**src/rtl/nga_pkg.sv**
```systemverilog
package nga_pkg;
    localparam int DATA_W = 64;
    localparam int LO_W   = 16;
    localparam int HI_W   = DATA_W - LO_W;

    typedef enum logic [1:0] {
        OP_ADD = 2'd0,
        OP_AND = 2'd1,
        OP_OR  = 2'd2,
        OP_XOR = 2'd3
    } op_e;
endpackage

```
**src/rtl/nga_zero_detect.sv**
```systemverilog
module nga_zero_detect #(
    parameter int W = 48
) (
    input  logic [W-1:0] field,
    output logic         is_zero
);
    always_comb begin
        is_zero = ~|field;
    end
endmodule

```
**src/rtl/nga_split_reg.sv**
```systemverilog
module nga_split_reg #(
    parameter int LO_W = 16,
    parameter int HI_W = 48
) (
    input  logic                 clk,
    input  logic                 rst_n,
    input  logic                 lo_en,
    input  logic                 hi_en,
    input  logic [LO_W+HI_W-1:0] d,
    output logic [LO_W-1:0]      lo_q,
    output logic [HI_W-1:0]      hi_q
);
    typedef struct packed {
        logic [LO_W-1:0] lo;
        logic [HI_W-1:0] hi;
    } regs_t;

    regs_t r_d, r_q;

    always_comb begin
        r_d = r_q;
        if (lo_en) r_d.lo = d[LO_W-1:0];
        if (hi_en) r_d.hi = d[LO_W+HI_W-1:LO_W];
    end

    always_ff @(posedge clk) begin
        if (!rst_n) r_q <= '0;
        else        r_q <= r_d;
    end

    assign lo_q = r_q.lo;
    assign hi_q = r_q.hi;

    AST_HI_HOLD: assert property (@(posedge clk) disable iff (!rst_n)
        !hi_en |=> $stable(hi_q));
    AST_LO_HOLD: assert property (@(posedge clk) disable iff (!rst_n)
        !lo_en |=> $stable(lo_q));
endmodule

```
**src/rtl/nga_exec.sv**
```systemverilog
module nga_exec
    import nga_pkg::*;
#(
    parameter int LO_W = 16,
    parameter int HI_W = 48
) (
    input  logic [LO_W-1:0]      a_lo,
    input  logic [HI_W-1:0]      a_hi,
    input  logic [LO_W-1:0]      b_lo,
    input  logic [HI_W-1:0]      b_hi,
    input  op_e                  op,
    input  logic                 narrow,
    output logic [LO_W+HI_W-1:0] y
);
    localparam int W = LO_W + HI_W;

    logic [W-1:0] a_full, b_full, full;

    always_comb begin
        a_full = {a_hi, a_lo};
        b_full = {b_hi, b_lo};
        unique case (op)
            OP_ADD:  full = a_full + b_full;
            OP_AND:  full = a_full & b_full;
            OP_OR:   full = a_full | b_full;
            default: full = a_full ^ b_full;
        endcase
        y = {narrow ? {HI_W{1'b0}} : full[W-1:LO_W], full[LO_W-1:0]};
    end
endmodule

```
**src/rtl/narrow_gate_alu.sv**
```systemverilog
module narrow_gate_alu
    import nga_pkg::*;
#(
    parameter int CNT_W = 16
) (
    input  logic              clk,
    input  logic              rst_n,
    input  logic              in_valid,
    input  logic [DATA_W-1:0] op_a,
    input  logic [DATA_W-1:0] op_b,
    input  logic [1:0]        op_sel,
    output logic              res_valid,
    output logic [DATA_W-1:0] result,
    output logic              res_narrow,
    output logic [CNT_W-1:0]  gated_cnt
);
    localparam int N_OPND = 2;

    typedef struct packed {
        logic             vld;
        logic             narrow;
        op_e              op;
        logic [CNT_W-1:0] cnt;
    } state_t;

    state_t s_d, s_q;

    logic [N_OPND-1:0][DATA_W-1:0] opnd;
    logic [N_OPND-1:0]             zero_hi;
    logic [N_OPND-1:0][LO_W-1:0]   lo_q;
    logic [N_OPND-1:0][HI_W-1:0]   hi_q;
    logic [LO_W:0]                 lo_sum;
    logic                          lo_carry;
    logic                          gate;

    assign opnd[0] = op_a;
    assign opnd[1] = op_b;

    for (genvar g = 0; g < N_OPND; g++) begin : g_opnd
        nga_zero_detect #(.W(HI_W)) u_zd (
            .field   (opnd[g][DATA_W-1:LO_W]),
            .is_zero (zero_hi[g])
        );
        nga_split_reg #(.LO_W(LO_W), .HI_W(HI_W)) u_reg (
            .clk   (clk),
            .rst_n (rst_n),
            .lo_en (in_valid),
            .hi_en (in_valid & ~gate),
            .d     (opnd[g]),
            .lo_q  (lo_q[g]),
            .hi_q  (hi_q[g])
        );
    end

    always_comb begin
        lo_sum   = {1'b0, op_a[LO_W-1:0]} + {1'b0, op_b[LO_W-1:0]};
        lo_carry = lo_sum[LO_W];
        gate     = (&zero_hi) & ~((op_e'(op_sel) == OP_ADD) & lo_carry);

        s_d     = s_q;
        s_d.vld = in_valid;
        if (in_valid) begin
            s_d.narrow = gate;
            s_d.op     = op_e'(op_sel);
            if (gate) s_d.cnt = s_q.cnt + 1'b1;
        end
    end

    always_ff @(posedge clk) begin
        if (!rst_n) s_q <= '{vld: 1'b0, narrow: 1'b0, op: OP_ADD, cnt: '0};
        else        s_q <= s_d;
    end

    nga_exec #(.LO_W(LO_W), .HI_W(HI_W)) u_exec (
        .a_lo   (lo_q[0]),
        .a_hi   (hi_q[0]),
        .b_lo   (lo_q[1]),
        .b_hi   (hi_q[1]),
        .op     (s_q.op),
        .narrow (s_q.narrow),
        .y      (result)
    );

    assign res_valid  = s_q.vld;
    assign res_narrow = s_q.narrow;
    assign gated_cnt  = s_q.cnt;

    AST_VALID_NEXT: assert property (@(posedge clk) disable iff (!rst_n)
        in_valid |=> res_valid);
    AST_IDLE_NEXT: assert property (@(posedge clk) disable iff (!rst_n)
        !in_valid |=> !res_valid);
    AST_GATE_NARROW_ONLY: assert property (@(posedge clk) disable iff (!rst_n)
        (in_valid && (op_a[DATA_W-1:LO_W] != '0 || op_b[DATA_W-1:LO_W] != '0)) |=> !res_narrow);
    AST_CARRY_WIDE: assert property (@(posedge clk) disable iff (!rst_n)
        (in_valid && op_sel == 2'd0 && ({1'b0, op_a[LO_W-1:0]} + {1'b0, op_b[LO_W-1:0]}) > (LO_W+1)'({LO_W{1'b1}}))
        |=> !res_narrow);
    AST_UPPER_ZERO: assert property (@(posedge clk) disable iff (!rst_n)
        res_narrow |-> (result[DATA_W-1:LO_W] == '0));
    AST_CNT_HOLD: assert property (@(posedge clk) disable iff (!rst_n)
        !in_valid |=> $stable(gated_cnt) && $stable(result));
    AST_CNT_STEP: assert property (@(posedge clk) disable iff (!rst_n)
        in_valid |=> (gated_cnt == $past(gated_cnt) + CNT_W'(res_narrow)));
endmodule

```
**config.mk**
```make
export PLATFORM = sky130hd
export DESIGN_NAME = narrow_gate_alu
export DESIGN_NICKNAME = d
export VERILOG_FILES = /design/src/rtl/nga_pkg.sv /design/src/rtl/nga_zero_detect.sv /design/src/rtl/nga_split_reg.sv /design/src/rtl/nga_exec.sv /design/src/rtl/narrow_gate_alu.sv
export SDC_FILE = /design/constraint.sdc
export NUM_CORES = 1
export LEC_CHECK = 0
export BUFFER_PORTS_ARGS = -buffer_cell sky130_fd_sc_hd__buf_2
export CAP_MARGIN = 20
export CORE_ASPECT_RATIO = 1.5
export CORE_UTILIZATION = 30
export DETAILED_ROUTE_END_ITERATION = 8
export PLACE_DENSITY = 0.48
export SLEW_MARGIN = 20
export SYNTH_ARGS = -nofsm -noshare
export SYNTH_HDL_FRONTEND = slang
export SYNTH_HIERARCHICAL = 1
export SYNTH_SLANG_ARGS = --single-unit
export TNS_END_PERCENT = 100
```
**constraint.sdc**
```tcl
create_clock -name clk -period 3.7 [get_ports clk]
set_input_delay 0.37 -clock clk [delete_from_list [all_inputs] [get_ports clk]]
set_output_delay 0.37 -clock clk [all_outputs]
set_load 0.01 [all_outputs]
```
==> results of run 1 <==
[placed cells by master (no fill, tap or decap), drive strengths merged, types with 12 or more instances in the layout]
master  netlist  final
nand4        31     31
a211oi       28     28
dfxtp       148    148
nor4         29     29
a21oi       181    181
inv         156    165
nor3         18     18
mux2i       140    140
o21a         13     13
nand3        26     26
clkbuf       70     17
nor2         69     69
ha          145    145
o21ai        98     98
xnor2        38     38
mux4         13     13
a21o         43     43
and3         18     18
buf          61    466
nor2b       137    137
xor2         12     12
nand2        91     91
[flip-flops by register name, indices dropped and copies added (netlist names)]
signal,count
res_valid,1
gated_cnt,16
res_narrow,1
g_opnd.u_reg/lo_q,32
g_opnd.u_reg/hi_q,96
s_q,2
[stage by stage]
step / TNS (ns) / std cells / setup slack (ns) / hold slack [ns]
after floorplan: 0 / 1711 / 0.0487 / 0.458
after global placement: -1.98 / 2603 / -0.617 / 0.472
after detailed placement: -2.08 / 2603 / -0.605 / 0.490
after CTS: -6.34 / 2652 / -0.595 / 0.149
after global routing: -8.62 / 2660 / -0.570 / 0.185
final: -4.32 / 2661 / -0.537 / 0.170
[power breakdown]
| part | switching (mW) | internal (mW) |
|---|---|---|
| Combinational | 0.991 | 0.845 |
| Sequential | 0.0705 | 1.68 |
| Clock | 0.872 | 0.972 |
[worst max-delay path, cell delays in order (launching register included)]
cell      delay (ns)
dfxtp_2         0.34
inv_2           0.04
ha_4            0.23
and2_4          0.16
or4_4           0.50
a211o_1         0.29
a31oi_4         0.22
o31ai_4         0.12
a211oi_4        0.30
o21ba_4         0.22
xnor2_2         0.06
a222oi_1        0.52
buf_4           0.21
nor2_2          0.03
buf_2           0.16
[what timing repair did]
action                                  in CTS  in global routing
hold buffers                                 0                  0
setup buffers                               18                 10
gates resized for setup                    219                 99
pin swaps                                   83                 57
hold endpoints to repair                     0                  0
endpoints found under the setup margin      48                 47
[how the worst max path moves through the flow]
stage          slack, ns          to                startpoint  cells past startpoint
5_1_grt            -0.57  result[54]  g_opnd[0].u_reg/lo_q[11]                     14
4_1_cts            -0.60  result[54]   g_opnd[1].u_reg/lo_q[9]                     14
2_1_floorplan       0.05  result[60]   g_opnd[0].u_reg/lo_q[8]                     13
3_5_place_dp       -0.60  result[56]  g_opnd[1].u_reg/hi_q[15]                     14
3_3_place_gp       -0.62  result[56]  g_opnd[1].u_reg/hi_q[15]                     14
6_report           -0.54  result[54]  g_opnd[0].u_reg/lo_q[11]                     14
[routing by layer]
| metal | vias to the layer above | track usage | part of all wire |
|---|---|---|---|
| met5 | - | 0 | 0.00068 |
| met4 | 6 | 0.0978 | 0.040 |
| met3 | 78 | 0.0246 | 0.030 |
| met2 | 278 | 0.428 | 0.55 |
| met1 | 6557 | 0.234 | 0.38 |
| li1 | 6714 | - | - |
[cell type report]
type / count / area [um^2]
well taps: 582 / 728
flip-flops and latches: 148 / 3030
clock inverters: 15 / 185
repair buffers: 466 / 3140
diodes: 1 / 2.50
inverters: 158 / 593
multi-input cells: 1274 / 10500
fillers: 4548 / 26200
clock buffers: 17 / 425
[cells by family (layout without fill, tap and decap cells)]
| family | after synthesis | in the layout | synth area share |
|---|---|---|---|
| AO/OA/AOI/OAI | 462 | 462 | 0.212 |
| multiplexers | 154 | 154 | 0.125 |
| buffers and inverters | 289 | 656 | 0.0966 |
| other | 0 | 1 | 0 |
| AND/OR/NAND/NOR | 463 | 463 | 0.184 |
| XOR/XNOR | 50 | 50 | 0.0321 |
| flip-flops | 148 | 148 | 0.217 |
| adder cells (fa/ha/maj) | 145 | 145 | 0.133 |
==> qor.txt, run 1 <==
Clk_skew -> 0.00566 ns
Hold EP -> s_q[17]
WL per Instance -> 19.5 um
Largest net degree at the start of global routing -> 56
VDD IR max -> 0.000270 V
Fin util -> 0.416
Die X -> 176 um
Worst r2r dst -> gated_cnt[15]
Crit end category -> primary output
Worst Max-Slew Pin Slew -> 1.05 ns
Syn. warnings -> 6
Critical R2R Launch -> gated_cnt[5]
Global placement routability congestion -> 0.910
Global-route wire length before repair -> 78300 um
F_max -> 236 MHz
Top cell type's share of synthesized area -> 0.217
Layout net count -> 2343
Main synth FF type -> dfxtp_1
Remaining global-route overflow -> 0
RSZ-0062 raised after global routing -> true
WHS Path Cells -> 3
FF-to-FF path depth -> 6
Most numerous cell in the Yosys netlist -> a21oi_1
Design area -> 18600 um^2
Area leader, netlist -> dfxtp_1
Crit Path Category -> flip-flop to primary output
Initial antenna violation count -> 3
WP data required -> 3.33 ns
Worst R2R Setup Slack -> 1.71 ns
Failing checks -> negative setup slack
Total CTS buffers -> 17
Worst skew pair latency -> 0.47 ns
Cell Area, Placed -> 16500 um^2
Status -> finished with violations
Initial core utilization -> 0.304
PD cells -> 292 nW/um^2
Htree depth -> 4
Final Cycle Share -> 1.15
CTS tree -> yes
Max-slew headroom -> 0.299
Register area share after synthesis -> 0.217
Die height -> 263 um
I/O Pins -> 215
Drt pass-1 iters -> 6
CORE AREA -> 44800 um^2
Max cap viols -> 0
Die footprint -> 46300 um^2
FFs w/ async S/R, synth -> 0
Syn_area_per_cell -> 7.97 um^2
Clk sink count -> 148
Post-synthesis cell count -> 1711
Total chip power -> 5.43 mW
Initial DRC count -> 597
Routed WL -> 51800 um
CTS clock-pin slew for the worst setup and hold paths -> 0.07 ns
Hpwl dp -> 41000 um
Area contributors post-synth -> dfxtp_1, ha_1, mux2i_1
Setup-failing EPs final -> 21
Area Growth Syn to Fin -> 36.6%
GRT Total Usage -> 0.221
Worst endpoint data arrival time -> 3.87 ns
Via count -> 13633
Fin. max-slew vios -> 0
Pleak -> 8.33 nW
Startpoint Class -> flip-flop
Clk buf depth -> 2
Vias in the first global route -> 13709
Mapped cell area -> 13600 um^2
Synthesized flop and latch total -> 148
Synthesized Nets -> 1989
DR vias/cell -> 5.12
I/O Buffers -> 214
Root Buffer -> clkbuf_16
Post-synth EDFFs -> 0
Worst hold-check path type -> primary input to flip-flop
Hold Vio Cnt, Final -> 0
Detail Route Antenna Nets -> 0
DRC violations left -> 0
Leading cell types by count after synthesis -> a21oi_1, inv_1, dfxtp_1
Layout cells sized above 1 -> 0.365
Min-delay src -> op_sel[1]
Max Fanout on Critical Path -> 2
Crit path setup slack, layout -> -0.537 ns
Tmin final -> 4.24 ns
Synth cell types -> 81
# rows -> 95
(Power assumes the default switching activity.)
==> run 2, diff against run 1 <==
Settings changed: MAX_ROUTING_LAYER from default to met4, SYNTH_HIERARCHICAL 1 to default.
==> qor.txt, run 2 <==
Worst skew pair latency -> 0.46 ns (was 0.47 ns)
Critical path, cell by cell -> inv_2 -> ha_4 -> nand4_1 -> nor3_2 -> buf_4 -> o2111ai_4 -> nand4_1 -> a21oi_1 -> buf_4 -> o41ai_4 -> a41oi_2 -> xnor2_1 -> a21oi_1 -> a2111oi_2 -> buf_4 -> buf_6 (was inv_2 -> ha_4 -> and2_4 -> or4_4 -> a211o_1 -> a31oi_4 -> o31ai_4 -> a211oi_4 -> o21ba_4 -> xnor2_2 -> a222oi_1 -> buf_4 -> nor2_2 -> buf_2)
Area leader, netlist -> dfxtp_1 (unchanged)
Total chip power -> 5.40 mW (was 5.43 mW)
Clk_skew -> 0.00522 ns (was 0.00566 ns)
# rows -> 95 (unchanged)
Vias in the first global route -> 13718 (was 13709)
Synthesized Nets -> 1983 (was 1989)
Crit end category -> primary output (unchanged)
Routed WL -> 50600 um (was 51800 um)
Initial DRC count -> 551 (was 597)
Die X -> 176 um (about the same)
I/O Buffers -> 214 (unchanged)
Hold EP -> s_q[17] (unchanged)
Mapped cell area -> 13600 um^2 (about the same)
WL per Instance -> 19.1 um (was 19.5 um)
CORE AREA -> 44700 um^2 (was 44800 um^2)
WHS Path Cells -> 3 (unchanged)
Main synth FF type -> dfxtp_1 (unchanged)
Total CTS buffers -> 17 (unchanged)
VDD IR max -> 0.000300 V (was 0.000270 V)
PD cells -> 283 nW/um^2 (was 292 nW/um^2)
Area contributors post-synth -> dfxtp_1, ha_1, mux2i_1 (unchanged)
Remaining global-route overflow -> 0 (unchanged)
Post-synth EDFFs -> 0 (unchanged)
F_max -> 258 MHz (was 236 MHz)
Max cap viols -> 0 (unchanged)
Setup-failing EPs final -> 19 (was 21)
Status -> finished with violations (unchanged)
Detail Route Antenna Nets -> 0 (unchanged)
Critical R2R Launch -> gated_cnt[2] (was gated_cnt[5])
Layout net count -> 2323 (was 2343)
CTS clock-pin slew for the worst setup and hold paths -> 0.07 ns (about the same)
Startpoint Class -> flip-flop (unchanged)
Setup TNS -> -1.55 ns (was -4.32 ns)
DR vias/cell -> 5.07 (was 5.12)
Commonest non-fill, non-tap cell in the layout -> buf_2 (was buf_4)
WP data required -> 3.33 ns (about the same)
Final Cycle Share -> 1.05 (was 1.15)
Register area share after synthesis -> 0.219 (was 0.217)
Metal2 WL -> 26500 um (was 28500 um)
Crit-path leading delay family -> compound AO/OA/AOI/OAI gates (unchanged)
Synthesized flop and latch total -> 148 (unchanged)
Tmin final -> 3.87 ns (was 4.24 ns)
Global-route wire length before repair -> 77700 um (was 78300 um)
Top sig layer -> met4 (was met5)
Clk buf depth -> 2 (unchanged)
Drt pass-1 iters -> 5 (was 6)
Area Growth Syn to Fin -> 40.9% (was 36.6%)
Most numerous cell in the Yosys netlist -> inv_1 (was a21oi_1)
Syn. warnings -> 0 (was 6)
Syn_area_per_cell -> 7.95 um^2 (was 7.97 um^2)
I/O Pins -> 215 (unchanged)
Layout cells sized above 1 -> 0.392 (was 0.365)
Post-synthesis cell count -> 1705 (was 1711)
Via count -> 13430 (was 13633)
Initial antenna violation count -> 9 (was 3)
Htree depth -> 4 (unchanged)
Critical path's largest stage delay -> 0.33 ns (was 0.52 ns)
Worst r2r dst -> gated_cnt[9] (was gated_cnt[15])
Pleak -> 8.49 nW (was 8.33 nW)
Clk sink count -> 148 (unchanged)
Fin. max-slew vios -> 0 (unchanged)
Largest register FFs -> 96 (unchanged)
Hold slack -> 0.183 ns (was 0.170 ns)
Metal3 WL -> 1920 um (was 1550 um)
CTS tree -> yes (unchanged)
# hold bufs at CTS -> 0 (unchanged)
Die height -> 262 um (was 263 um)
Met1 Routed Length -> 20400 um (was 19600 um)
Min-delay src -> op_sel[1] (unchanged)
Worst path slowest cell -> dfxtp_2 (was a222oi_1)
Worst endpoint data arrival time -> 3.50 ns (was 3.87 ns)
Top cell by count, worst path -> buf_4
FFs w/ async S/R, synth -> 0 (unchanged)
Crit Path Category -> flip-flop to primary output (unchanged)
Most frequent cells in the layout -> buf_2, buf_4, inv_1 (was buf_4, buf_2, a21oi_1)
Largest net degree at the start of global routing -> 97 (was 56)
Worst Max-Slew Pin Slew -> 0.849 ns (was 1.05 ns)
Initial core utilization -> 0.303 (was 0.304)
Buffers and inverters on the worst path -> 5 (was 3)
Worst hold-check path type -> primary input to flip-flop (unchanged)
Root Buffer -> clkbuf_16 (unchanged)
Fin util -> 0.427 (was 0.416)
Synth cell types -> 77 (was 81)
FF-to-FF path depth -> 5 (was 6)
RSZ-0062 raised after global routing -> true (unchanged)
Leading cell types by count after synthesis -> inv_1, a21oi_1, dfxtp_1 (was a21oi_1, inv_1, dfxtp_1)
DRC violations left -> 0 (unchanged)
Worst R2R Setup Slack -> 1.99 ns (was 1.71 ns)
Die footprint -> 46000 um^2 (was 46300 um^2)
Max-slew headroom -> 0.434 (was 0.299)
Hold Vio Cnt, Final -> 0 (unchanged)
Failing checks -> negative setup slack (unchanged)
Crit path setup slack, layout -> -0.172 ns (was -0.537 ns)
Hpwl dp -> 38600 um (was 41000 um)
Global placement routability congestion -> 0.908 (was 0.910)
Max Fanout on Critical Path -> 3 (was 2)
Top cell type's share of synthesized area -> 0.219 (was 0.217)
GRT Total Usage -> 0.225 (was 0.221)
## run 2: worst max path at each step
stage                                   from          to  slack [ns]  cells after the start
floorplan           g_opnd[0].u_reg.lo_q[11]  result[61]        0.08                     13
global placement     g_opnd[0].u_reg.lo_q[5]  result[42]       -0.20                     15
detailed placement   g_opnd[1].u_reg.lo_q[5]  result[42]       -0.23                     15
CTS                  g_opnd[0].u_reg.hi_q[4]  result[61]       -0.26                     16
global route         g_opnd[0].u_reg.hi_q[4]  result[61]       -0.31                     16
finish               g_opnd[0].u_reg.hi_q[4]  result[61]       -0.17                     16
## run 2: worst min-delay path, delay by kind of cell
family	cells	cell delay, ns
buffers and inverters	1	0.09
AND/OR/NAND/NOR	1	0.09
multiplexers	1	0.06
## run 2: logic make-up after synthesis
| logic type | after synthesis | synth area share |
|---|---|---|
| compound gates | 433 | 0.202 |
| xor+xnor | 68 | 0.0439 |
| fa+ha+maj | 145 | 0.134 |
| buf+inv | 291 | 0.0887 |
| flops | 148 | 0.219 |
| mux | 152 | 0.126 |
| simple gates | 468 | 0.187 |
## run 2: metrics by stage
step	setup slack, ns	std cells	cell area (um^2)
finish	-0.172	2650	19100
global route	-0.311	2649	19100
detailed placement	-0.227	2560	16300
CTS	-0.255	2616	18100
global placement	-0.197	2560	16300
floorplan	0.0809	1705	13600
## run 2: area by class of cell
| cell class | instances | area (um^2) |
|---|---|---|
| Sequential cell | 148 | 3040 |
| Multi-Input combinational cell | 1266 | 11100 |
| Inverter | 165 | 624 |
| Tap cell | 582 | 728 |
| Clock inverter | 14 | 126 |
| Clock buffer | 18 | 429 |
| Antenna cell | 10 | 25.0 |
| Timing Repair Buffer | 447 | 3070 |
| Fill cell | 4547 | 25600 |
## run 2: per-layer routing
layer | global-route usage | vias to the layer above
li1 | - | 6643
met1 | 0.244 | 6415
met2 | 0.404 | 294
met3 | 0.0307 | 78
met4 | 0.0973 | 0
met5 | - | -
## run 2: where the power goes
part	leakage, nW	total, mW	switching [mW]	internal [mW]
logic	6.98	1.91	1.01	0.894
clock network	0.271	1.74	0.808	0.931
registers	1.24	1.75	0.0693	1.69
total	8.49	5.40	1.89	3.51
## run 2: repair_timing
action                     4_1_cts  5_1_grt
pin swaps                       85       91
setup buffers                   28       32
gates resized for setup        242      188
setup endpoints to repair       44       45
gates cloned                     0        0
==> run 3, diff against run 2 <==
Settings changed: ABC_AREA from default to 1.
==> qor.txt, run 3 <==
Register area share after synthesis -> 0.190 (was 0.219)
Most frequent cells in the layout -> nand2_1, inv_1, nor2_1 (was buf_2, buf_4, inv_1)
Max Fanout on Critical Path -> 5 (was 3)
Pleak -> 9.90 nW (was 8.49 nW)
DRC violations left -> 0 (unchanged)
PD cells -> 300 nW/um^2 (was 283 nW/um^2)
Synthesized Nets -> 3056 (was 1983)
CTS clock-pin slew for the worst setup and hold paths -> 0.07 ns (about the same)
VDD IR max -> 0.000357 V (was 0.000300 V)
Hold EP -> g_opnd[0].u_reg.lo_q[7] (was s_q[17])
Worst path slowest cell -> dfxtp_1 (was dfxtp_2)
Initial core utilization -> 0.303 (about the same)
Syn_area_per_cell -> 5.61 um^2 (was 7.95 um^2)
Initial antenna violation count -> 1 (was 9)
Layout cells sized above 1 -> 0.121 (was 0.392)
WHS Path Cells -> 3 (unchanged)
CTS tree -> yes (unchanged)
Largest net degree at the start of global routing -> 79 (was 97)
Clk buf depth -> 2 (unchanged)
Critical path, cell by cell -> inv_1 -> ha_1 -> nand2_1 -> inv_1 -> nand2_1 -> nand3_2 -> nand2_1 -> nand2_1 -> nand2_1 -> nand2_1 -> nand2_1 -> nand2_1 -> nand2_1 -> nand3_1 -> a21oi_1 -> buf_2 (was inv_2 -> ha_4 -> nand4_1 -> nor3_2 -> buf_4 -> o2111ai_4 -> nand4_1 -> a21oi_1 -> buf_4 -> o41ai_4 -> a41oi_2 -> xnor2_1 -> a21oi_1 -> a2111oi_2 -> buf_4 -> buf_6)
I/O Pins -> 215 (unchanged)
Initial DRC count -> 874 (was 551)
Syn. warnings -> 0 (unchanged)
Cell Area, Placed -> 17300 um^2 (was 16300 um^2)
Tmin final -> 3.51 ns (was 3.87 ns)
Area contributors post-synth -> dfxtp_1, nand2_1, inv_1 (was dfxtp_1, ha_1, mux2i_1)
Critical path's largest stage delay -> 0.35 ns (was 0.33 ns)
Largest register FFs -> 96 (unchanged)
Global placement routability congestion -> 0.983 (was 0.908)
Main synth FF type -> dfxtp_1 (unchanged)
Total CTS buffers -> 17 (unchanged)
WL per Instance -> 17.8 um (was 19.1 um)
Synthesized flop and latch total -> 148 (unchanged)
Worst skew pair latency -> 0.47 ns (was 0.46 ns)
Die X -> 188 um (was 176 um)
# hold bufs at CTS -> 0 (unchanged)
Crit end category -> primary output (unchanged)
Commonest non-fill, non-tap cell in the layout -> nand2_1 (was buf_2)
Hold Vio Cnt, Final -> 0 (unchanged)
Final Cycle Share -> 0.948 (was 1.05)
Global-route wire length before repair -> 97500 um (was 77700 um)
Clk sink count -> 148 (unchanged)
RSZ-0062 raised after global routing -> true (unchanged)
CORE AREA -> 51400 um^2 (was 44700 um^2)
Critical R2R Launch -> gated_cnt[0] (was gated_cnt[2])
Diodes inserted -> 0 (was 10)
Hold slack -> 0.222 ns (was 0.183 ns)
Combinational Power Share -> 0.332 (was 0.353)
Status -> completed (was finished with violations)
Cell internal pwr -> 3.28 mW (was 3.51 mW)
Area leader, netlist -> dfxtp_1 (unchanged)
Via count -> 17250 (was 13430)
Worst endpoint data arrival time -> 3.14 ns (was 3.50 ns)
Vias in the first global route -> 17120 (was 13718)
Fin. max-slew vios -> 0 (unchanged)
# fillers -> 5875 (was 4547)
Multi-input gate area -> 10100 um^2 (was 11100 um^2)
Sw power -> 2.14 mW (was 1.89 mW)
Startpoint Class -> flip-flop (unchanged)
Die footprint -> 52900 um^2 (was 46000 um^2)
Share of total power in the clock network -> 0.340 (was 0.322)
Root Buffer -> clkbuf_16 (unchanged)
Mapped cell area -> 15600 um^2 (was 13600 um^2)
Worst r2r dst -> gated_cnt[13] (was gated_cnt[9])
Most numerous cell in the Yosys netlist -> nand2_1 (was inv_1)
Top cell type's share of synthesized area -> 0.190 (was 0.219)
Drt pass-1 iters -> 5 (unchanged)
Worst Max-Slew Pin Slew -> 1.07 ns (was 0.849 ns)
F_max -> 285 MHz (was 258 MHz)
Max cap viols -> 0 (unchanged)
Setup-failing EPs final -> 0 (was 19)
I/O Buffers -> 214 (unchanged)
Routed WL -> 64500 um (was 50600 um)
Design area -> 18100 um^2 (was 19100 um^2)
WP data required -> 3.33 ns (about the same)
Leading cell types by count after synthesis -> nand2_1, inv_1, nor2_1 (was inv_1, a21oi_1, dfxtp_1)
FF-to-FF path depth -> 8 (was 5)
Crit Path Category -> flip-flop to primary output (unchanged)
Part of the power in registers -> 0.328 (was 0.325)
Post-synthesis cell count -> 2778 (was 1705)
Fin util -> 0.351 (was 0.427)
Worst hold-check path type -> primary input to flip-flop (unchanged)
DR vias/cell -> 4.75 (was 5.07)
Switch share -> 0.395 (was 0.350)
FF/Latch Area -> 2960 um^2 (was 3040 um^2)
Die height -> 281 um (was 262 um)
Max-slew headroom -> 0.284 (was 0.434)
Hpwl dp -> 53300 um (was 38600 um)
Area Growth Syn to Fin -> 15.9% (was 40.9%)
Detail Route Antenna Nets -> 0 (unchanged)
Min-delay src -> op_a[7] (was op_sel[1])
Worst R2R Setup Slack -> 1.74 ns (was 1.99 ns)
FFs w/ async S/R, synth -> 0 (unchanged)
# rows -> 102 (was 95)
Htree depth -> 4 (unchanged)
Synth cell types -> 36 (was 77)
Remaining global-route overflow -> 0 (unchanged)
GRT Total Usage -> 0.252 (was 0.225)
Layout net count -> 3218 (was 2323)
Total chip power -> 5.42 mW (was 5.40 mW)
Post-synth EDFFs -> 0 (unchanged)
Top cell by count, worst path -> nand2_1 (was buf_4)
Clk_skew -> 0.00192 ns (was 0.00522 ns)
[run 3: cell count changes after synthesis, moves of 42 or more]
cell,before,now
o21ai_0,91,159
inv_1,163,551
nor2b_1,140,0
a21o_1,42,0
nand3_1,18,140
nand2_1,112,788
nor2_1,64,339
nand3b_1,0,47
mux2i_1,137,0
[run 3: worst max path at each step]
stage                     slack (ns)                     start  depth (start not counted)          to
after CTS                       0.02   g_opnd[1].u_reg.lo_q[1]                         15  result[60]
final                           0.19   g_opnd[0].u_reg.lo_q[4]                         16  result[34]
after detailed placement        0.42  g_opnd[0].u_reg.lo_q[12]                         14  result[62]
after global placement          0.44  g_opnd[0].u_reg.lo_q[12]                         14  result[62]
after global routing          -0.005   g_opnd[1].u_reg.lo_q[9]                         14  result[62]
after floorplan                 1.48  g_opnd[0].u_reg.hi_q[21]                         12  result[61]
[run 3: cell type report]
class                   instances  share of cell area
inverters                     557               0.116
clock inverters                15              0.0103
repair buffers                257              0.0802
well taps                     676              0.0468
multi-input cells            1959               0.559
flip-flops and latches        148               0.164
clock buffers                  17              0.0235
[run 3: metal layers]
metal  global-route usage  part of all wire
met1                0.255              0.39
met2                0.483              0.54
met3               0.0251             0.034
met4                0.112             0.040
met5                    -                 0
[run 3: cells by family after synthesis]
logic type / count (synthesis) / synth area share
adder cells (fa/ha/maj): 145 / 0.116
XOR/XNOR: 15 / 0.00843
AO/OA/AOI/OAI: 374 / 0.130
AND/OR/NAND/NOR: 1425 / 0.387
flip-flops: 148 / 0.190
buffers and inverters: 671 / 0.169
[run 3: worst max-delay path: cells and delay by family, from the launching register on]
kind,cells,cell delay (ns)
adder cells (fa/ha/maj),1,0.34
AND/OR/NAND/NOR,11,1.37
flip-flops,1,0.35
buffers and inverters,3,0.35
AO/OA/AOI/OAI,1,0.28
[run 3: metrics by stage]
stage          setup WS [ns]  instances  setup TNS (ns)
6_report               0.191       3629               0
5_1_grt             -0.00498       3629        -0.00498
4_1_cts               0.0161       3629               0
3_5_place_dp           0.420       3597               0
3_3_place_gp           0.440       3597               0
2_1_floorplan           1.48       2778               0
[run 3: timing repair]
action,CTS,global route
hold endpoints to repair,0,0
endpoints found under the setup margin,6,23
buffers inserted,0,0
resized for setup,6,25
pin swaps,0,1
[run 3: power groups by stage]
stage	registers [mW]	logic, mW	clock network, mW
finish	1.78	1.80	1.85
global route	1.79	2.01	1.96
CTS	1.78	1.80	1.90
detailed placement	1.82	1.79	0
global placement	1.81	1.79	0
floorplan	1.78	1.09	0
